===== src/rtl/seg_addr_pkg.sv =====
package seg_addr_pkg;

  localparam int NUM_SEG   = 4;
  localparam int SEG_IDX_W = $clog2(NUM_SEG);

  typedef enum logic [1:0] {
    ACC_FETCH  = 2'd0,
    ACC_DATA   = 2'd1,
    ACC_STRDST = 2'd2,
    ACC_STACK  = 2'd3
  } acc_kind_e;

  typedef enum logic [1:0] {
    SEG_CODE  = 2'd0,
    SEG_DATA  = 2'd1,
    SEG_EXTRA = 2'd2,
    SEG_STACK = 2'd3
  } seg_idx_e;

  typedef enum logic [2:0] {
    OFS_PC      = 3'd0,
    OFS_BASE    = 3'd1,
    OFS_SRCIDX  = 3'd2,
    OFS_DSTIDX  = 3'd3,
    OFS_STKPTR  = 3'd4,
    OFS_FRMPTR  = 3'd5,
    OFS_IMM     = 3'd6,
    OFS_SPARE   = 3'd7
  } ofs_src_e;

  // Segment chosen by the kind of access
  function automatic seg_idx_e seg_for_kind(acc_kind_e kind);
    seg_idx_e idx;
    case (kind)
      ACC_FETCH:  idx = SEG_CODE;
      ACC_DATA:   idx = SEG_DATA;
      ACC_STRDST: idx = SEG_EXTRA;
      default:    idx = SEG_STACK;
    endcase
    return idx;
  endfunction

endpackage


===== src/rtl/seg_rst_sync.sv =====
module seg_rst_sync #(
  parameter int STAGES = 2
) (
  input  logic clk,
  input  logic rst_n,
  output logic rst_n_sync
);

  logic [STAGES-1:0] sync_q;
  logic [STAGES-1:0] sync_d;

  always_comb begin
    sync_d = {sync_q[STAGES-2:0], 1'b1};
  end

  always_ff @(posedge clk or negedge rst_n) begin
    if (!rst_n) begin
      sync_q <= '0;
    end else begin
      sync_q <= sync_d;
    end
  end

  assign rst_n_sync = sync_q[STAGES-1];

endmodule


===== src/rtl/seg_bank.sv =====
module seg_bank
  import seg_addr_pkg::*;
#(
  parameter int SEG_W = 16
) (
  input  logic                 clk,
  input  logic                 rst_n,
  input  logic                 wr_en,
  input  logic [SEG_IDX_W-1:0] wr_sel,
  input  logic [SEG_W-1:0]     wr_data,
  input  logic [SEG_IDX_W-1:0] rd_sel,
  output logic [SEG_W-1:0]     rd_data
);

  logic [SEG_W-1:0] seg_q [NUM_SEG];

  for (genvar g = 0; g < NUM_SEG; g++) begin : g_seg
    logic             ld_en;
    logic [SEG_W-1:0] seg_d;

    always_comb begin
      ld_en = wr_en && (wr_sel == SEG_IDX_W'(g));
      seg_d = ld_en ? wr_data : seg_q[g];
    end

    always_ff @(posedge clk or negedge rst_n) begin
      if (!rst_n) begin
        seg_q[g] <= '0;
      end else if (ld_en) begin
        seg_q[g] <= seg_d;
      end
    end
  end

  // Read returns the stored value; a write lands only at the edge
  assign rd_data = seg_q[rd_sel];

endmodule


===== src/rtl/seg_ofs_mux.sv =====
module seg_ofs_mux
  import seg_addr_pkg::*;
#(
  parameter int OFS_W = 16
) (
  input  ofs_src_e         sel,
  input  logic [OFS_W-1:0] pc_ofs,
  input  logic [OFS_W-1:0] base_ofs,
  input  logic [OFS_W-1:0] srcidx_ofs,
  input  logic [OFS_W-1:0] dstidx_ofs,
  input  logic [OFS_W-1:0] stkptr_ofs,
  input  logic [OFS_W-1:0] frmptr_ofs,
  input  logic [OFS_W-1:0] imm_ofs,
  output logic [OFS_W-1:0] ofs
);

  always_comb begin
    case (sel)
      OFS_PC:     ofs = pc_ofs;
      OFS_BASE:   ofs = base_ofs;
      OFS_SRCIDX: ofs = srcidx_ofs;
      OFS_DSTIDX: ofs = dstidx_ofs;
      OFS_STKPTR: ofs = stkptr_ofs;
      OFS_FRMPTR: ofs = frmptr_ofs;
      default:    ofs = imm_ofs;
    endcase
  end

endmodule


===== src/rtl/seg_pa_adder.sv =====
module seg_pa_adder #(
  parameter int SEG_W = 16,
  parameter int OFS_W = 16,
  parameter int SHIFT = 4,
  localparam int PA_W = SEG_W + SHIFT
) (
  input  logic [SEG_W-1:0] seg,
  input  logic [OFS_W-1:0] ofs,
  output logic [PA_W-1:0]  pa
);

  logic [PA_W-1:0] seg_ext;
  logic [PA_W-1:0] ofs_ext;

  always_comb begin
    seg_ext = {seg, {SHIFT{1'b0}}};
    ofs_ext = PA_W'(ofs);
    // Truncating add: carry beyond the top address bit is dropped
    pa      = seg_ext + ofs_ext;
  end

endmodule


===== src/rtl/seg_addr_gen.sv =====
module seg_addr_gen
  import seg_addr_pkg::*;
#(
  parameter int SEG_W = 16,
  parameter int OFS_W = 16,
  parameter int SHIFT = 4,
  localparam int PA_W = SEG_W + SHIFT
) (
  input  logic             clk,
  input  logic             rst_n,
  input  logic             seg_wr_en,
  input  logic [1:0]       seg_wr_sel,
  input  logic [SEG_W-1:0] seg_wr_data,
  input  logic             req_valid,
  input  logic [1:0]       req_kind,
  input  logic [2:0]       ofs_sel,
  input  logic [OFS_W-1:0] pc_ofs,
  input  logic [OFS_W-1:0] base_ofs,
  input  logic [OFS_W-1:0] srcidx_ofs,
  input  logic [OFS_W-1:0] dstidx_ofs,
  input  logic [OFS_W-1:0] stkptr_ofs,
  input  logic [OFS_W-1:0] frmptr_ofs,
  input  logic [OFS_W-1:0] imm_ofs,
  output logic [PA_W-1:0]  pa_out,
  output logic             pa_valid
);

  logic             rst_n_sync;
  seg_idx_e         rd_idx;
  logic [SEG_W-1:0] seg_val;
  logic [OFS_W-1:0] ofs_val;
  logic [PA_W-1:0]  pa_sum;
  logic [PA_W-1:0]  pa_d;
  logic [PA_W-1:0]  pa_q;
  logic             vld_q;

  seg_rst_sync #(.STAGES(2)) u_rst (
    .clk        (clk),
    .rst_n      (rst_n),
    .rst_n_sync (rst_n_sync)
  );

  assign rd_idx = seg_for_kind(acc_kind_e'(req_kind));

  seg_bank #(.SEG_W(SEG_W)) u_bank (
    .clk     (clk),
    .rst_n   (rst_n_sync),
    .wr_en   (seg_wr_en),
    .wr_sel  (seg_wr_sel),
    .wr_data (seg_wr_data),
    .rd_sel  (rd_idx),
    .rd_data (seg_val)
  );

  seg_ofs_mux #(.OFS_W(OFS_W)) u_mux (
    .sel        (ofs_src_e'(ofs_sel)),
    .pc_ofs     (pc_ofs),
    .base_ofs   (base_ofs),
    .srcidx_ofs (srcidx_ofs),
    .dstidx_ofs (dstidx_ofs),
    .stkptr_ofs (stkptr_ofs),
    .frmptr_ofs (frmptr_ofs),
    .imm_ofs    (imm_ofs),
    .ofs        (ofs_val)
  );

  seg_pa_adder #(.SEG_W(SEG_W), .OFS_W(OFS_W), .SHIFT(SHIFT)) u_add (
    .seg (seg_val),
    .ofs (ofs_val),
    .pa  (pa_sum)
  );

  always_comb begin
    pa_d = req_valid ? pa_sum : pa_q;
  end

  always_ff @(posedge clk or negedge rst_n_sync) begin
    if (!rst_n_sync) begin
      pa_q  <= '0;
      vld_q <= 1'b0;
    end else begin
      vld_q <= req_valid;
      if (req_valid) begin
        pa_q <= pa_d;
      end
    end
  end

  assign pa_out   = pa_q;
  assign pa_valid = vld_q;

endmodule


===== config.mk =====
export PLATFORM = sky130hd
export DESIGN_NAME = seg_addr_gen
export DESIGN_NICKNAME = d
export VERILOG_FILES = /design/src/rtl/seg_addr_pkg.sv /design/src/rtl/seg_rst_sync.sv /design/src/rtl/seg_bank.sv /design/src/rtl/seg_ofs_mux.sv /design/src/rtl/seg_pa_adder.sv /design/src/rtl/seg_addr_gen.sv
export SDC_FILE = /design/constraint.sdc
export NUM_CORES = 1
export LEC_CHECK = 0
export ABC_AREA = 1
export ABC_CLOCK_PERIOD_IN_PS = 4100
export BUFFER_PORTS_ARGS = -buffer_cell sky130_fd_sc_hd__buf_4
export CAP_MARGIN = 10
export CORE_ASPECT_RATIO = 0.9
export CORE_MARGIN = 5
export CORE_UTILIZATION = 50
export CTS_CLUSTER_DIAMETER = 30
export DETAILED_ROUTE_END_ITERATION = 10
export GPL_TIMING_DRIVEN = 0
export HOLD_SLACK_MARGIN = 0.06
export PLACE_DENSITY = 0.86
export RECOVER_POWER = 25
export SETUP_SLACK_MARGIN = 0.15
export SLEW_MARGIN = 20
export SYNTH_ARGS = -nofsm -noshare
export SYNTH_HDL_FRONTEND = slang
export SYNTH_SLANG_ARGS = --single-unit

===== constraint.sdc =====
create_clock -name clk -period 4.1 [get_ports clk]
set_input_delay 0.82 -clock clk [delete_from_list [all_inputs] [get_ports clk]]
set_output_delay 0.82 -clock clk [all_outputs]
set_load 0.02 [all_outputs]

==> metrics, run 1 <==
status finished, violations left; failing checks capacitance limit, slew limit; Final #Nets between 1k and 1.5k; Pins Over Slew Limit 41; die area roughly 12,000 um2; Mapped Nets 864; count of final setup violators 0; share of post-route cells with drive strength above 1 between 20% and 30%; fillers between 800 and 900; Synth async-reset ratio 100%; root buf cell clkbuf_16; routability cong. 0.997; Post-synth top flop dfrtp_1; chip width approximately 120 um; cells after synthesis around 700; Resized Gates After CTS 0; # Post-CTS Setup Buffers 0; pwr/cell area between 400 and 500 nW/um2; number of enable flip-flop cells after synthesis 0; initial core utilization roughly 51%; Yosys top cell by area dfrtp_1; total power ~0.0028 W; H-tree levels 3; Critical Path RT between 4 and 5 ns; reg2reg end pa_out[17]; WS Path Type primary input to register; Hold Vio Cnt, Final 0; CTS tree done; Peak supply drop about 330 uV; ANT cells 0; area growth from synthesis to layout 32.3%; flop2flop setup slack between 1.5 and 2 ns; Core Util, Final around two thirds; CP arrival around 3.7 ns; register area share after synthesis a little over two fifths; fin crit share 84.4%; Initial DRC Count ~630; worst r2r src u_bank.seg_q[49]; Slew headroom -13.5%; setup TNS 0 ns; Die H 106 um; core footprint 10,200 um2; initial antenna violation count 0; grt total ovfl 0; leakage ~3.5 nW; top-level I/O count 160; main area contributors after synthesis dfrtp_1 (42%), nand2_1 (15%), o21ai_0 (10%); DR DRC count 0; IO Port Bufs between 150 and 200; area of the multi-input gates between 2000 and 3000 um2; largest net degree at the start of global routing 46; FP Rows 35; post-route ant nets 0; Worst setup SP type primary input; first-pass GRT wire length approximately 27 mm; warnings from Yosys 0; via count approximately 5.6k; CP Max Fanout 10; f_max about 290 MHz; worst slew pin tran between 1.5 and 2 ns; vias per std cell about 5.6; # clock sinks between 80 and 90; Seq cells post-synth 87; unrepaired setup endpoints after global routing no; Detail Placement HPWL ~13 mm; Setup Skew 0.00975 ns; DR WL/cell ~17 um; # hold bufs at CTS 0; vias in the first global route 5,392; Syn Area/Cell around 7.2 um2; Post-Syn Area roughly 5200 um2; Clk pin slew, worst setup/hold paths roughly 0.06 ns; TritonCTS Buffers 9; drt first pass iters 5; CP Capture Type register; clock buffer depth 2; Hold WC Path Type primary input to async pin; reg2reg path depth 11; Design Area, Final just under 7000 um2; Reg area roughly 2200 um2; Period minus WS final approximately 3.5 ns; post-synth top area share a little over two fifths; placed cell areas roughly 6500 um2; Unique masters post-synth 42; Total GRT Usage between 20 and 30%; max cap viols 1; Skew-Pair Late Insertion Delay 0.35 ns; WL final between 15 and 20 mm
[power breakdown]
group | switching [W] | internal, W | total, W
clock | 0.000348 | 0.000495 | 0.000844
sequential | 0.0000985 | 0.00102 | 0.00111
combinational | 0.000493 | 0.000369 | 0.000862
[per-layer routing]
metal	vias up	global-route usage [%]	routed length (um)
met5	-	0	0
met2	302	44.7	8090
li1	2686	-	-
met3	31	6.09	1700
met1	2615	37.9	7000
met4	0	7.78	318
[layout make-up]
class	instances	area share, %
multi-input cells	519	37.5
flip-flops and latches	87	31.9
repair buffers	158	17.6
inverters	73	4.01
clock buffers	11	3.55
well taps	129	2.36
plain buffers	33	2.18
clock inverters	5	0.953
[Yosys cell counts, types with 2 or more instances]
master and instances:
a21oi_1 28, a221oi_1 6, a31oi_1 3, a32oi_1 2
a41oi_1 3, buf_2 8, buf_4 2, clkbuf_1 21
clkinv_1 2, dfrtp_1 87, ha_1 12, inv_1 66
inv_2 5, nand2_1 213, nand2_2 5, nand3_1 24
nand3_2 5, nand3b_1 2, nand4_1 14, nor2_1 52
nor2_2 2, o211ai_1 2, o21a_1 2, o21ai_0 103
o21ai_1 3, o22a_1 3, o22ai_1 15, or2_1 2
or2_2 2, xnor2_1 5, xor2_1 2
[sequential cells by signal, summed over array words and instances, names as in the netlist]
| name | count |
|---|---|
| u_bank.seg_q | 64 |
| pa_out | 20 |
| u_rst.sync_q | 2 |
| pa_valid | 1 |
[worst max path at each step]
stage	from	to	slack, ns	cells past startpoint
CTS	ofs_sel[2]	pa_out[16]	0.70	18
global placement	ofs_sel[2]	pa_out[16]	0.37	18
detailed placement	ofs_sel[2]	pa_out[16]	0.33	18
global route	ofs_sel[2]	pa_out[16]	0.33	18
floorplan	ofs_sel[1]	pa_out[16]	1.01	18
finish	ofs_sel[2]	pa_out[16]	0.64	18
[cell usage in the layout (no fill, tap or decap), drive strengths merged, types with 3 or more instances in the layout]
master / instances
nand2: 218
buf: 168
o21ai: 106
dfrtp: 87
inv: 73
nor2: 54
clkbuf: 34
nand3: 29
a21oi: 28
o22ai: 15
nand4: 14
ha: 12
a221oi: 6
xnor2: 5
or2: 4
clkinv: 4
a41oi: 3
o22a: 3
a31oi: 3
[cell families after synthesis]
logic type                 Yosys count  share of synthesized area [%]
xor gates and xnor gates             7                           1.19
buffers and inverters              106                           8.19
other                                1                         0.0727
and+or+nand+nor                    322                           26.0
adders and majority gates           13                           3.30
AOI/OAI and AO/OA                  176                           19.1
DFF                                 87                           42.2
[critical path, cell delays in order]
cell,delay (ns)
buf_4,0.12
inv_1,0.19
nand3_1,0.10
inv_1,0.24
buf_2,0.31
a21oi_1,0.10
a41oi_1,0.27
ha_1,0.25
inv_1,0.07
fa_1,0.35
inv_1,0.13
a31oi_1,0.14
o21ai_1,0.24
nand2_1,0.11
nand2_1,0.07
nand2_1,0.04
nand3_1,0.07
nand2_1,0.06
[through the flow]
step           instances  setup WS, ns  hold slack (ns)
2_1_floorplan        712          1.01            0.331
3_3_place_gp         998         0.367            0.336
3_5_place_dp         999         0.333            0.335
4_1_cts             1015         0.704            0.230
5_1_grt             1015         0.331            0.241
6_report            1015         0.638            0.247
Power figures use the tool's default switching activity.
==> inputs of run 2 (changes only) <==
--- a/config.mk
+++ b/config.mk
@@ -6,17 +6,17 @@
 export NUM_CORES = 1
 export LEC_CHECK = 0
 export ABC_AREA = 1
-export ABC_CLOCK_PERIOD_IN_PS = 4100
+export ABC_CLOCK_PERIOD_IN_PS = 3100
 export BUFFER_PORTS_ARGS = -buffer_cell sky130_fd_sc_hd__buf_4
 export CAP_MARGIN = 10
 export CORE_ASPECT_RATIO = 0.9
 export CORE_MARGIN = 5
-export CORE_UTILIZATION = 50
+export CORE_UTILIZATION = 47
 export CTS_CLUSTER_DIAMETER = 30
 export DETAILED_ROUTE_END_ITERATION = 10
 export GPL_TIMING_DRIVEN = 0
 export HOLD_SLACK_MARGIN = 0.06
-export PLACE_DENSITY = 0.86
+export PLACE_DENSITY = 0.85
 export RECOVER_POWER = 25
 export SETUP_SLACK_MARGIN = 0.15
 export SLEW_MARGIN = 20
==> constraint.sdc (replaced) <==
create_clock -name clk -period 3.1 [get_ports clk]
set_input_delay 0.62 -clock clk [delete_from_list [all_inputs] [get_ports clk]]
set_output_delay 0.62 -clock clk [all_outputs]
set_load 0.02 [all_outputs]
==> run 2 against run 1 <==
- the flow still finishes with violations (capacitance limit, slew limit)
- non-clock buffer count is 5 higher
- global-route usage is 2.1 points lower
- cell area is 1.6% higher
- power is 32% higher
- routed wire length is 0.17% higher
- combinational power is 38% higher
- largest cell class unchanged
- sequential power is 32% higher
- utilization is 3.0 points lower
- first-iteration DRC count is 1.1% higher
- critical endpoint unchanged
- clock power is 28% higher
- register-to-register slack worse by 1.1 ns
==> metrics, run 2 (synthesis gave the netlist of run 1 again) <==
GRT Max-Usage Layer met2; count of final setup violators 0 (unchanged); area growth from synthesis to layout 34.4%; Design Area, Final 6940 um2 (+1.6%); hold path start u_rst.sync_q[0]; vias in the first global route 5,398 (+0.11%); WL final 17.1 mm (+0.17%); pwr/cell area 538 nW/um2 (+30%); most frequent cells in the layout nand2_1 (213), buf_4 (163), o21ai_0 (103), dfrtp_1 (87), inv_1 (60); routability cong. 0.941 (-5.6%); flop2flop setup slack 0.67 ns (-1.06 ns); fin crit share ~90%; Max stage delay cell, worst path fa_1; largest net degree at the start of global routing 47 (+2.2%); core footprint 10,800 um2 (+6.4%); total power 0.00373 W (+32%); Die H 109 um (+2.8%); H-tree levels 3 (unchanged); # clock sinks 87 (unchanged); largest reg by FF count u_bank.seg_q; drt first pass iters 5 (unchanged); worst r2r src u_bank.seg_q[49]; Clk pin slew, worst setup/hold paths 0.07 ns (about the same); DR WL/cell 16.7 um (-0.71%); reg2reg end pa_out[15]; Peak supply drop 377 uV (+13%); number of flip-flops in the largest register 64 (unchanged); IO Port Bufs 157 (unchanged); clock buffer depth 2 (unchanged); via count 5,705 (+1.3%); die area 13,200 um2 (+5.8%); Setup Skew 0.00834 ns (-0.00141 ns); CP Max Fanout 10 (unchanged); CP arrival 3.08 ns (-0.61 ns); GR met1 Demand/Resource 33.4% (-4.5 points); Hold Vio Cnt, Final 0 (unchanged); Min Hold Slack 0.358 ns (+0.111 ns); root buf cell clkbuf_16; WS Path Type primary input to register; Placed Instances 1,003 (+0.40%); initial core utilization 47.7% (-3.1 points); Core Util, Final 64.2% (-3.0 points); CP top delay family compound AO/OA/AOI/OAI gates; initial antenna violation count 0 (unchanged); max cap viols 1 (unchanged); leading cell type in the layout, fill and taps excluded nand2_1; leakage 3.55 nW (+0.75%); worst slew pin tran 1.87 ns (+0.169 ns); cell depth of the worst setup path 18 (unchanged); critical-path cell list buf_4 > clkinvlp_4 > nand3_1 > buf_4 > o21ai_0 > a21oi_1 > a41oi_2 > ha_2 > inv_1 > fa_1 > inv_2 > a31oi_1 > o21ai_2 > nand2_1 > nand2_1 > nand2_1 > nand3_1 > nand2_1; largest incremental delay on the critical path 0.37 ns (+0.02 ns); post-route ant nets 0 (unchanged); Detail Placement HPWL 12.8 mm (-1.4%); first-pass GRT wire length 27.0 mm (-0.51%); grt met3 use 5.66% (-0.43 points); TritonCTS Buffers 9 (unchanged); top-level I/O count 160 (unchanged); chip width 120 um (+2.9%); Skew-Pair Late Insertion Delay 0.34 ns (about the same); Worst setup SP type primary input; Critical Path RT 3.33 ns (-1.00 ns); unrepaired setup endpoints after global routing no; placed cell areas 6530 um2 (about the same); Period minus WS final 2.85 ns; Initial DRC Count 636 (+1.1%); f_max 351 MHz; timing endpoint of the critical path pa_out[16]; share of post-route cells with drive strength above 1 25.3% (+2.6 points); grt total ovfl 0 (unchanged); Pins Over Slew Limit 46 (+12%); FP Rows 36 (+2.9%); vias per std cell 5.57 (+0.37%); status finished, violations left; M2 GR Usage 43.2% (-1.5 points); Final #Nets 1,038 (+0.48%); DR DRC count 0 (unchanged); ANT cells 0 (unchanged); hold path depth 0; Post-Layout Cell Count 1,024 (+0.89%); reg2reg path depth 12 (+1); Hold WC Path Type register to register; Slew headroom -24.8% (-11 points); CP bufs+invs 5 (-1); Crit path top cell by count nand2_1; CTS tree done; Worst Setup SP ofs_sel[2]; Total GRT Usage 25.7% (-2.1 points); failing checks capacitance limit, slew limit; CP Capture Type register
run 2: what timing repair did:
item	CTS	global route
hold buffers	1	0
setup endpoints to repair	8	9
endpoints found under the hold margin	2	0
resized for setup	7	25
pin swaps	1	3
setup buffers	0	4
run 2: layer usage:
layer,vias to the layer above,wire length (um)
li1,2715,-
met1,2656,6980
met2,289,8160
met3,45,1530
met4,0,471
met5,-,0
run 2: cell type report:
class / instances / area [um2]
sequential: 87 / 2180
clock buffer: 10 / 239
buffer: 33 / 178
clock inverter: 6 / 62.6
fill: 976 / 3870
inverter: 73 / 280
timing repair buffer: 163 / 1230
tap: 133 / 166
multi-input combinational: 519 / 2600
run 2: worst reg2reg max path: cells and delay by family (launching register included):
family / cells / cell delay, ns
AO/OA/AOI/OAI: 2 / 0.55
XOR/XNOR: 1 / 0.15
adder cells (fa/ha/maj): 1 / 0.32
flip-flops: 1 / 0.39
AND/OR/NAND/NOR: 7 / 0.85
buffers and inverters: 1 / 0.08
run 2: report_power, final:
part | switching [W] | total (W) | internal (W)
Sequential | 0.000125 | 0.00147 | 0.00134
Clock | 0.000489 | 0.00108 | 0.000586
Combinational | 0.000676 | 0.00119 | 0.000512
run 2: stage by stage:
step	setup slack (ns)	setup TNS, ns
floorplan	0.211	0
global placement	-0.411	-34.78
detailed placement	-0.473	-2.93
CTS	0.0781	0
global route	0.123	0
finish	0.255	0
run 2: worst min-delay path by stage:
stage,slack [ns],endpoint
4_1_cts,0.36,u_rst.sync_q[1]
5_1_grt,0.38,u_rst.sync_q[1]
3_3_place_gp,0.34,u_rst.sync_q[1]
3_5_place_dp,0.35,u_rst.sync_q[1]
2_1_floorplan,0.32,u_rst.sync_q[0]
6_report,0.36,u_rst.sync_q[1]
==> inputs of run 3 (changes only) <==
--- a/config.mk
+++ b/config.mk
@@ -6,17 +6,18 @@
 export NUM_CORES = 1
 export LEC_CHECK = 0
 export ABC_AREA = 1
-export ABC_CLOCK_PERIOD_IN_PS = 3100
+export ABC_CLOCK_PERIOD_IN_PS = 3600
 export BUFFER_PORTS_ARGS = -buffer_cell sky130_fd_sc_hd__buf_4
 export CAP_MARGIN = 10
 export CORE_ASPECT_RATIO = 0.9
 export CORE_MARGIN = 5
-export CORE_UTILIZATION = 47
+export CORE_UTILIZATION = 50
+export CTS_BUF_LIST = sky130_fd_sc_hd__clkbuf_8
 export CTS_CLUSTER_DIAMETER = 30
 export DETAILED_ROUTE_END_ITERATION = 10
 export GPL_TIMING_DRIVEN = 0
 export HOLD_SLACK_MARGIN = 0.06
-export PLACE_DENSITY = 0.85
+export PLACE_DENSITY = 0.86
 export RECOVER_POWER = 25
 export SETUP_SLACK_MARGIN = 0.15
 export SLEW_MARGIN = 20
==> constraint.sdc (replaced) <==
create_clock -name clk -period 3.6 [get_ports clk]
set_input_delay 0.72 -clock clk [delete_from_list [all_inputs] [get_ports clk]]
set_output_delay 0.72 -clock clk [all_outputs]
set_load 0.02 [all_outputs]
==> run 3 against run 2 <==
- the run still ends with capacitance limit, slew limit left
- clock-buffer cell count stayed put
- clock skew is 0.0043 ns higher
- non-clock buffer count shrank 5
- sequential power down 14%
- die area fell by 5.5%
- critical path depth stayed put
- hold slack got worse by 0.25 ns
- register-to-register slack improved by 0.42 ns
- final cell count shrank 0.88%
==> metrics, run 3 (synthesis gave the netlist of run 1 again) <==
status finished, violations left; failing checks capacitance limit, slew limit; area growth from synthesis to layout 30.2%; DR DRC count 0 (unchanged); Clk pin slew, worst setup/hold paths 0.09 ns (+0.02 ns); post-route ant nets 0 (unchanged); die area 12,500 um2 (-5.5%); leakage 3.47 nW (-2.4%); Min Hold Slack 0.110 ns (-0.248 ns); first-pass GRT wire length 26.7 mm (-0.90%); Total GRT Usage 27.4% (+1.7 points); Reg area 2180 um2 (unchanged); TritonCTS Buffers 9 (unchanged); initial core utilization 50.8% (+3.1 points); via count 5,592 (-2.0%); Switching Share 35.1% (+0.55 points); drt first pass iters 7 (+2); number of flip-flops in the largest register 64 (unchanged); CP Max Fanout 10 (unchanged); clock buffer depth 2 (unchanged); WL final 16.8 mm (-1.8%); Internal Power 0.00192 W (-21%); Slew headroom -5.15% (+20 points); sequential share of power 42.7% (+3.4 points); routability cong. 0.997 (+6.0%); WS Path Type primary input to register; # hold bufs at CTS 0 (-1); setup TNS 0 ns (unchanged); chip width 117 um (-2.8%); Initial DRC Count 614 (-3.5%); Period minus WS final around 3.1 ns; vias per std cell 5.51 (-1.1%); H-tree levels 3 (unchanged); reg2reg path depth 1 (-11); fin crit share between 80% and 90%; pwr/cell area 440 nW/um2 (-18%); unrepaired setup endpoints after global routing no; Logic pwr share 33.2% (+1.4 points); Net Sw Power 0.00104 W (-19%); Hold WC Path Type primary input to async pin; root buf cell clkbuf_8; area of the multi-input gates 2570 um2 (-1.3%); CP arrival 3.41 ns (+0.33 ns); leading cell type in the layout, fill and taps excluded nand2_1; Design Area, Final 6720 um2 (-3.2%); max cap viols 1 (unchanged); f_max about 320 MHz; Detail Placement HPWL 13.0 mm (+1.4%); initial antenna violation count 0 (unchanged); CP Capture Type register; Critical Path RT 3.86 ns (+0.53 ns); largest reg by FF count u_bank.seg_q; IO Port Bufs 157 (unchanged); core footprint 10,200 um2 (-6.0%); top-level I/O count 160 (unchanged); most frequent cells in the layout nand2_1 (213), buf_4 (157), o21ai_0 (103), dfrtp_1 (87), inv_1 (65); fillers 880 (-9.8%); Hold Vio Cnt, Final 0 (unchanged); placed cell areas 6530 um2 (about the same); clock network power share 24.1% (-4.7 points); count of final setup violators 0 (unchanged); grt total ovfl 0 (unchanged); Skew-Pair Late Insertion Delay 0.38 ns (+0.04 ns); Setup Skew 0.0127 ns (+0.00433 ns); Pins Over Slew Limit 42 (-8.7%); FP Rows 35 (-2.8%); worst slew pin tran 1.58 ns (-0.294 ns); ANT cells 0 (unchanged); vias in the first global route 5,329 (-1.3%); Final #Nets 1,033 (-0.48%); Peak supply drop 351 uV (-6.9%); # clock sinks 87 (unchanged); DR WL/cell 16.6 um (-0.96%); Die H 106 um (-2.8%); share of post-route cells with drive strength above 1 23.1% (-2.1 points); Worst setup SP type primary input; largest net degree at the start of global routing 46 (-2.1%); CTS tree done
==> run 3: cell types whose count changed in the layout (fill, tap and decap cells not counted), moves of 4 or more <==
| cell | change |
|---|---|
| clkbuf_16 | -9 |
| buf_2 | +4 |
| clkbuf_1 | +4 |
| clkbuf_8 | +9 |
| buf_4 | -6 |
| inv_1 | +5 |
==> run 3: what timing repair did <==
item | in CTS | in global routing
setup buffers | 0 | 0
gates resized for setup | 0 | 5
setup endpoints to repair | 0 | 4
==> run 3: final timing paths <==
check                                 from         endpoint  slack, ns
setup / recovery                ofs_sel[1]       pa_out[16]       0.45
hold / removal                       rst_n  u_rst.sync_q[0]       0.11
setup reg to reg           u_rst.sync_q[1]        pa_out[5]       1.09
hold reg to reg            u_rst.sync_q[0]  u_rst.sync_q[1]       0.36
max in group asynchronous  u_rst.sync_q[1]        pa_out[5]       1.09
min in group clk           u_rst.sync_q[0]  u_rst.sync_q[1]       0.36
==> run 3: area by class of cell <==
| cell class | count | share of cell area [%] |
|---|---|---|
| Sequential cell | 87 | 32.4 |
| Clock buffer | 10 | 2.05 |
| Inverter | 73 | 4.13 |
| Tap cell | 129 | 2.40 |
| Clock inverter | 6 | 1.02 |
| Multi-Input combinational cell | 519 | 38.2 |
| Buffer | 33 | 2.25 |
| Timing Repair Buffer | 158 | 17.5 |
==> run 3: metal layers <==
metal	up-vias	global-route usage, %	wire length, um
met5	-	0	0
met4	0	8.27	355
met3	35	5.86	1690
met2	296	43.4	7870
met1	2571	37.7	6910
li1	2690	-	-
==> run 3: through the flow <==
step | setup WS, ns | instances | total power (W) | util [%]
6_report | 0.455 | 1015 | 0.00296 | 66.1
5_1_grt | 0.181 | 1015 | 0.00314 | 66.1
4_1_cts | 0.320 | 1015 | 0.00296 | 66.3
3_5_place_dp | -0.0667 | 999 | 0.00225 | 64.3
3_3_place_gp | -0.0330 | 998 | 0.00222 | 64.0
2_1_floorplan | 0.611 | 712 | 0.00185 | -
==> run 3: power groups by stage <==
stage	logic, W	registers, W	clock network [W]
final	0.000982	0.00126	0.000712
after global routing	0.00110	0.00129	0.000757
after CTS	0.000976	0.00126	0.000720
after detailed placement	0.000971	0.00128	0
after global placement	0.000936	0.00128	0
after floorplan	0.000507	0.00134	0
==> run 3: worst max-delay path: stages <==
cell and delay [ns]:
buf_2 0.15, nor2_1 0.14, nand2_1 0.09, inv_1 0.20, buf_2 0.30, nand2_1 0.09
a41oi_1 0.25, ha_2 0.26, inv_1 0.06, fa_1 0.35, inv_1 0.13, a31oi_1 0.15
o21ai_2 0.19, nand2_1 0.09, nand2_1 0.06, nand2_1 0.04, nand3_1 0.07, nand2_1 0.05
